`src/rtl/ocw_pkg.sv`:
```
package ocw_pkg;

    localparam int DATA_W     = 8;
    localparam int NUM_LINES  = 8;

    // Field positions of the command byte (decoded by the controller's bus side)
    localparam int F_RSVD     = 7;
    localparam int F_SMM_VAL  = 6;
    localparam int F_SMM_EN   = 5;
    localparam int F_KEY_HI   = 4;
    localparam int F_KEY_LO   = 3;
    localparam int F_POLL     = 2;
    localparam int F_SEL_EN   = 1;
    localparam int F_SEL_SVC  = 0;
    localparam logic [1:0] CMD_KEY = 2'b01;

    // Poll byte: flag bit marks a found request
    localparam int P_FOUND    = 7;

    typedef enum logic {
        RD_REQ = 1'b0,
        RD_SVC = 1'b1
    } rd_sel_e;

    typedef struct packed {
        logic    valid;
        logic    smm_wr;
        logic    smm_val;
        logic    poll;
        logic    sel_wr;
        rd_sel_e sel;
    } cmd_t;

    function automatic cmd_t decode_cmd(input logic [DATA_W-1:0] d, input logic wr);
        cmd_t c;
        c.valid   = wr && (d[F_KEY_HI:F_KEY_LO] == CMD_KEY) && !d[F_RSVD];
        c.smm_wr  = c.valid && d[F_SMM_EN];
        c.smm_val = d[F_SMM_VAL];
        c.poll    = c.valid && d[F_POLL];
        c.sel_wr  = c.valid && d[F_SEL_EN];
        c.sel     = d[F_SEL_SVC] ? RD_SVC : RD_REQ;
        return c;
    endfunction

endpackage

```
`src/rtl/ocw_state.sv`:
```
module ocw_state
    import ocw_pkg::*;
(
    input  logic    clk,
    input  logic    rst,
    input  logic    init_done,
    input  logic    rd_en,
    input  cmd_t    cmd,
    output logic    smm,
    output logic    poll_armed,
    output rd_sel_e sel
);

    logic    smm_q, poll_q;
    rd_sel_e sel_q;

    always_ff @(posedge clk) begin
        if (rst || init_done) begin
            smm_q  <= 1'b0;
            poll_q <= 1'b0;
            sel_q  <= RD_REQ;
        end else begin
            if (cmd.smm_wr)
                smm_q <= cmd.smm_val;
            if (cmd.sel_wr)
                sel_q <= cmd.sel;
            if (cmd.poll)
                poll_q <= 1'b1;
            else if (rd_en)
                poll_q <= 1'b0;
        end
    end

    assign smm        = smm_q;
    assign poll_armed = poll_q;
    assign sel        = sel_q;


    a_r9_init_clears: assert property (@(posedge clk) disable iff (rst)
        init_done |=> (!smm && !poll_armed && sel == RD_REQ));


    a_r3_smm_hold: assert property (@(posedge clk) disable iff (rst)
        (!init_done && !cmd.smm_wr) |=> $stable(smm));


    a_r4_sel_hold: assert property (@(posedge clk) disable iff (rst)
        (!init_done && !cmd.sel_wr) |=> $stable(sel));


    a_r7_poll_clears: assert property (@(posedge clk) disable iff (rst)
        (!init_done && rd_en && poll_armed && !cmd.poll) |=> !poll_armed);

endmodule

```
`src/rtl/ocw_poll_enc.sv`:
```
module ocw_poll_enc #(
    parameter int LINES = ocw_pkg::NUM_LINES,
    localparam int LVL_W = $clog2(LINES)
) (
    input  logic [LINES-1:0] pend,
    output logic             found,
    output logic [LVL_W-1:0] lvl
);

    always_comb begin
        found = 1'b0;
        lvl   = '0;
        for (int i = LINES - 1; i >= 0; i--) begin
            if (pend[i]) begin
                found = 1'b1;
                lvl   = LVL_W'(i);
            end
        end
    end

endmodule

```
`src/rtl/ocw_read_mux.sv`:
```
module ocw_read_mux
    import ocw_pkg::*;
#(
    parameter int LINES = NUM_LINES,
    localparam int LVL_W = $clog2(LINES)
) (
    input  rd_sel_e          sel,
    input  logic             poll_armed,
    input  logic             found,
    input  logic [LVL_W-1:0] lvl,
    input  logic [LINES-1:0] req,
    input  logic [LINES-1:0] svc,
    output logic [DATA_W-1:0] rdata
);

    logic [DATA_W-1:0] poll_byte;

    always_comb begin
        poll_byte = '0;
        if (found) begin
            poll_byte[P_FOUND]   = 1'b1;
            poll_byte[LVL_W-1:0] = lvl;
        end
    end

    always_comb begin
        if (poll_armed)
            rdata = poll_byte;
        else if (sel == RD_SVC)
            rdata = DATA_W'(svc);
        else
            rdata = DATA_W'(req);
    end

endmodule

```
`src/rtl/ocw_port.sv`:
```
module ocw_port
    import ocw_pkg::*;
#(
    parameter int LINES = NUM_LINES,
    localparam int LVL_W = $clog2(LINES)
) (
    input  logic              clk,
    input  logic              rst,
    input  logic              cpu_wr,
    input  logic              cpu_rd,
    input  logic [DATA_W-1:0] cpu_wdata,
    input  logic              init_done,
    input  logic [LINES-1:0]  irq_req,
    input  logic [LINES-1:0]  irq_svc,
    input  logic [LINES-1:0]  irq_mask,
    output logic [DATA_W-1:0] cpu_rdata,
    output logic              smm_flag,
    output logic              poll_ack,
    output logic [LVL_W-1:0]  poll_ack_lvl
);

    cmd_t             cmd;
    rd_sel_e          sel;
    logic             poll_armed;
    logic [LINES-1:0] pend;
    logic             hit_found;
    logic [LVL_W-1:0] hit_lvl;

    assign cmd  = decode_cmd(cpu_wdata, cpu_wr);
    assign pend = irq_req & ~irq_mask;

    ocw_state u_state (
        .clk        (clk),
        .rst        (rst),
        .init_done  (init_done),
        .rd_en      (cpu_rd),
        .cmd        (cmd),
        .smm        (smm_flag),
        .poll_armed (poll_armed),
        .sel        (sel)
    );

    ocw_poll_enc #(.LINES(LINES)) u_enc (
        .pend  (pend),
        .found (hit_found),
        .lvl   (hit_lvl)
    );

    ocw_read_mux #(.LINES(LINES)) u_mux (
        .sel        (sel),
        .poll_armed (poll_armed),
        .found      (hit_found),
        .lvl        (hit_lvl),
        .req        (irq_req),
        .svc        (irq_svc),
        .rdata      (cpu_rdata)
    );

    assign poll_ack     = cpu_rd && poll_armed && hit_found;
    assign poll_ack_lvl = poll_ack ? hit_lvl : '0;

    // encoder names a line that really is pending
    a_r6_level_pending: assert property (@(posedge clk) disable iff (rst)
        hit_found |-> pend[hit_lvl]);

    // no pending line below the named one
    a_r6_lowest: assert property (@(posedge clk) disable iff (rst)
        hit_found |-> ((pend & ~({LINES{1'b1}} << hit_lvl)) == '0));

    // empty poll returns zero
    a_r6_empty_byte: assert property (@(posedge clk) disable iff (rst)
        (cpu_rd && poll_armed && (pend == '0)) |-> (cpu_rdata == '0));

    // acknowledge agrees with the byte on the bus
    a_r8_ack_matches_rdata: assert property (@(posedge clk) disable iff (rst)
        poll_ack |-> (cpu_rdata[P_FOUND] && cpu_rdata[LVL_W-1:0] == poll_ack_lvl));

endmodule

```
`config.mk`:
```
export PLATFORM = sky130hd
export DESIGN_NAME = ocw_port
export DESIGN_NICKNAME = d
export VERILOG_FILES = /design/src/rtl/ocw_pkg.sv /design/src/rtl/ocw_state.sv /design/src/rtl/ocw_poll_enc.sv /design/src/rtl/ocw_read_mux.sv /design/src/rtl/ocw_port.sv
export SDC_FILE = /design/constraint.sdc
export NUM_CORES = 1
export LEC_CHECK = 0
export BUFFER_PORTS_ARGS = -buffer_cell sky130_fd_sc_hd__buf_2
export CAP_MARGIN = 10
export CORE_UTILIZATION = 30
export DETAILED_ROUTE_END_ITERATION = 10
export GPL_ROUTABILITY_DRIVEN = 0
export PLACE_DENSITY = 0.8
export SLEW_MARGIN = 20
export SYNTH_ARGS = -nofsm -noshare
export SYNTH_HDL_FRONTEND = slang
export SYNTH_SLANG_ARGS = --single-unit
```
`constraint.sdc`:
```
create_clock -name clk -period 0.9 [get_ports clk]
set_input_delay 0.135 -clock clk [delete_from_list [all_inputs] [get_ports clk]]
set_output_delay 0.135 -clock clk [all_outputs]
set_load 0.02 [all_outputs]
```
# Word level (Yosys, flattened, before mapping)
# Index checks and enable logic that the tools add are counted.
[classes]
reduce_logical = 10
muxes = 24
n_eq_ne = 1
bitwise_logic = 2
[op_table]
columns = ["cell", "n"]
rows = [
  ["$mux 3", 10],
  ["$mux 8", 2],
  ["$mux 1", 12],
  ["$and 8x8->8", 1],
  ["$not 8->8", 1],
  ["$logic_and 1x1->1", 7],
  ["$eq 2x1->1 const B", 1],
  ["$reduce_bool 2->1", 1],
  ["$logic_not 1->1", 1],
  ["$logic_or 1x1->1", 1],
]
[word_totals]
ff_bits = 3
elab_cells = 40
out_inout_bits = 13
in_bits = 37

# Longest topological paths before layout
[depth]
depth_word = 12
depth_mapped = 4
mapped_depth_nobuf = 4

# By module
# From an unflattened synthesis, not the netlist that was laid out.
[hier_totals]
cells_unflattened = 61
hier_area_um2 = 447.9
[modules_own_cells]
columns = ["mod", "area_per_inst_um2", "cells_each", "seq_area_each_um2", "instances"]
rows = [
  ["ocw_read_mux", 150.1, 22, 0.0, 1],
  ["ocw_port", 110.1, 16, 0.0, 1],
  ["ocw_state", 107.6, 10, 60.1, 1],
  ["ocw_poll_enc", 80.1, 13, 0.0, 1],
]

# Worst setup path after synthesis
# No wires, ideal clock.
[synth_timing]
path_type = "register -> output"
from = "reg u_state.poll_q (netlist: u_state.poll_armed)"
to = "out poll_ack_lvl[0]"
arrival_ns = 1.088
slack_ns = -0.323
path_buffers = 1
t_required_ns = 0.765
stages_incl_launch_ff = 4
path_cell_list = "dfxtp_1 > buf_2 > o31ai_4 > nor3_1"
[synth_via]
elab_chain_cells = 3
[synth_rtl]
columns = ["item", "line", "rtl"]
rows = [
  ["start, declared", "ocw_state.sv:14", "logic smm_q, poll_q;"],
  ["start signal, assigned", "ocw_state.sv:20", "poll_q <= 1'b0;"],
  ["start signal, assigned", "ocw_state.sv:28", "poll_q <= 1'b1;"],
  ["start signal, assigned", "ocw_state.sv:30", "poll_q <= 1'b0;"],
  ["$logic_and 1x1->1 (2 in series)", "ocw_port.sv:59", "assign poll_ack = cpu_rd && poll_armed && hit_found;"],
  ["$mux 3", "ocw_port.sv:60", "assign poll_ack_lvl = poll_ack ? hit_lvl : '0;"],
  ["end, declared", "ocw_port.sv:19", "output logic [LVL_W-1:0] poll_ack_lvl"],
]
# No other way between the ends.

# Worst setup path in the final report
[layout_timing]
from = "reg u_state.sel_q (netlist: u_state.sel)"
to = "out cpu_rdata[2]"
[layout_via]
elab_chain_cells = 2
[layout_rtl]
columns = ["item", "line", "rtl"]
rows = [
  ["start, declared", "ocw_state.sv:15", "rd_sel_e sel_q;"],
  ["start signal, assigned", "ocw_state.sv:26", "sel_q <= cmd.sel;"],
  ["$mux 8", "ocw_read_mux.sv:29", "else if (sel == RD_SVC)"],
  ["$mux 8", "ocw_read_mux.sv:27", "if (poll_armed)"],
  ["end, declared", "ocw_port.sv:16", "output logic [DATA_W-1:0] cpu_rdata,"],
]
# No other way between the ends.

==> flow_metrics.py <==
metrics = {
    "status": {
        "status": "finished with violations",
        "violations": "negative setup slack",
    },
    "timing": {
        "rsz0062_at_grt": "yes",
        "final-max-slew-violation-count": 0,
        "worst_slew_pin_slew_ns": 0.355,
        "fin_skew_ns": 0,
        "hold_violations": 0,
        "setup_violations": 12,
        "fin_crit_ns": 1.36,
        "worst_slack_ns": -0.460,
        "max_freq_mhz": 735,
        "period_share_pct": 151,
        "max_slew_margin_pct": 76.2,
    },
    "synth": {
        "ys_ff_latch": 3,
        "synthTopCellsByArea": "mux2i_1 (22%), dfxtp_1 (13%), nor3_1 (7.5%)",
        "ys_seq_area_share_pct": 12.9,
        "syn_nets": 98,
        "synth_top_area_cell": "mux2i_1",
        "netlist.area_leader.share_pct": 21.6,
        "synth-main-ff-cell": "dfxtp_1",
        "yosysWarnings": 0,
        "syn_area_per_cell_um2": 7.61,
        "netlist_area_um2": 464,
        "synthArstFlopShare_pct": 0,
        "synthCells": 61,
        "synth.most_common_cell": "mux2i_1",
        "synth_cell_types": 22,
        "synth_enable_flop_cells": 0,
        "synth_top_cells_by_count": "mux2i_1 (10), nor2_1 (7), nor3_1 (7)",
    },
    "routing": {
        "avgRoutedWirePerCell_um": 16.0,
        "drtIter0Drc": 20,
        "num_vias": 717,
        "ant_nets": 0,
        "vias_per_cell": 5.09,
        "route.detailed.drc": 0,
        "drtPass1Iterations": 4,
        "drt_wl_total_mm": 2.26,
    },
    "global_routing": {
        "grt_pass1_vias": 625,
        "use_met1_pct": 20.6,
        "grt.busiest_layer": "met2",
        "met2_usage_pct": 41.4,
        "grt-ovfl-total": 0,
        "grt_pass1_wl_mm": 2.37,
        "use_met3_pct": 5.85,
        "grt_max_degree": 7,
        "grt.total_usage_pct": 21.7,
        "antenna_found_initial": 0,
    },
    "floorplanning": {
        "die_h_um": 41.3,
        "io_pins": 50,
        "die_x_um": 41.3,
        "rows": 13,
        "core_um2": 1370,
        "start_util_pct": 34.0,
        "fp.dieArea_um2": 1710,
    },
    "run": {
        "drv_cap": 0,
    },
    "placement": {
        "dpl_cell_area_um2": 912,
        "dpl.hpwl_mm": 1.41,
        "portBuffers": 49,
    },
    "worst_setup_path": {
        "start_kind": "register",
        "worst_setup_path_end_kind": "output pin",
        "arrival_ns": 1.22,
        "path_class": "register to output pin",
        "path_max_fanout": 4,
        "critPathRequiredTime_ns": 0.76,
    },
    "cells_and_area": {
        "multiInputGateArea_um2": 569,
        "nFillCells": 79,
        "final_area_um2": 1150,
        "fin_nets": 164,
        "drive_gt1_share_pct": 84.9,
        "n_antenna_cell": 0,
        "area_growth_pct": 147,
        "fin_util_pct": 84.1,
        "regArea_um2": 67.6,
    },
    "pwr": {
        "total_power_w": 0.000798,
        "peakVddDrop_mv": 0.728,
        "cellPowerDensity_nw_per_um2": 695,
        "total_leakage_power_nw": 0.547,
    },
    "clock_network": {
        "htreeDepth": 1,
        "clock_latency_ns": 0.24,
        "cts_tree": "built",
        "clock_sinks": 3,
        "clk_path_buf_depth": 2,
        "clock-root-buffer": "clkbuf_4",
        "path_clk_slew_ns": 0.04,
        "numCtsBuffers": 3,
        "hold_buffers": 0,
    },
    "min_path": {
        "hold_class": "input port to register",
    },
}
worst max-delay path, cell delays in order, from the launching register on:
cell and delay [ns]:
dfxtp_4 0.37, buf_6 0.14, mux2i_2 0.25, o22ai_2 0.10, buf_6 0.14
report_power, final:
part           switching [W]  leakage (nW)  internal (W)  total, W
combinational       0.000203         0.506      0.000219  0.000422
clock              0.0000796        0.0150      0.000167  0.000246
sequential        0.00000111        0.0258      0.000129  0.000130
total               0.000283         0.547      0.000515  0.000798
sequential cells by signal, summed over array words and instances, names as in the netlist:
signal,flops
u_state.smm,1
u_state.poll_armed,1
u_state.sel,1
logic make-up after synthesis:
family / count (synthesis) / synth area share [%]
simple gates: 30 / 35.8
flops: 3 / 12.9
buf+inv: 6 / 5.39
mux: 10 / 21.6
compound gates: 12 / 24.3
what timing repair did:
action | in CTS | in global routing
setup buffers | 1 | 3
endpoints found under the setup margin | 13 | 13
pin swaps | 1 | 7
resized for setup | 30 | 25
metal layers:
layer,part of all wire [%],up-vias
li1,-,349
met1,39,320
met2,52,42
met3,6.3,6
met4,2.4,0
met5,0,-
cell usage in the layout, fill, tap and decap left out, types with 3 or more instances in the layout:
cell / n
buf_2: 34
buf_6: 17
buf_4: 12
nor2_2: 6
mux2i_1: 5
mux2i_2: 5
nand2b_4: 4
o21ai_2: 4
inv_1: 3
nor2b_4: 3
nor3_1: 3
clkbuf_4: 3
cell type report:
| type | count | share of cell area (%) |
|---|---|---|
| multi-input combinational | 52 | 49.6 |
| timing repair buffer | 63 | 39.3 |
| sequential | 3 | 5.88 |
| clock buffer | 4 | 2.29 |
| tap | 15 | 1.63 |
| inverter | 4 | 1.31 |
per-stage QoR:
stage / worst slack, ns / setup TNS, ns / std cells / hold WS, ns
floorplan: -0.143 / -0.731 / 61 / 0.212
global placement: -0.420 / -3.49 / 135 / 0.328
detailed placement: -0.434 / -3.76 / 135 / 0.339
CTS: -0.425 / -4.43 / 140 / 0.0812
global route: -0.504 / -5.21 / 141 / 0.0821
finish: -0.460 / -4.68 / 141 / 0.0838
worst paths after layout:
check / startpoint / end / slack [ns] / cells after the start
worst max-delay path: u_state.sel / cpu_rdata[2] / -0.46 / 4
worst min register to register: u_state.smm / u_state.smm / 0.54 / 2
worst min-delay path: rst / u_state.sel / 0.08 / 2
worst max register to register: u_state.poll_armed / u_state.poll_armed / 0.03 / 3
Note: power is estimated with default switching activity, not from simulation.
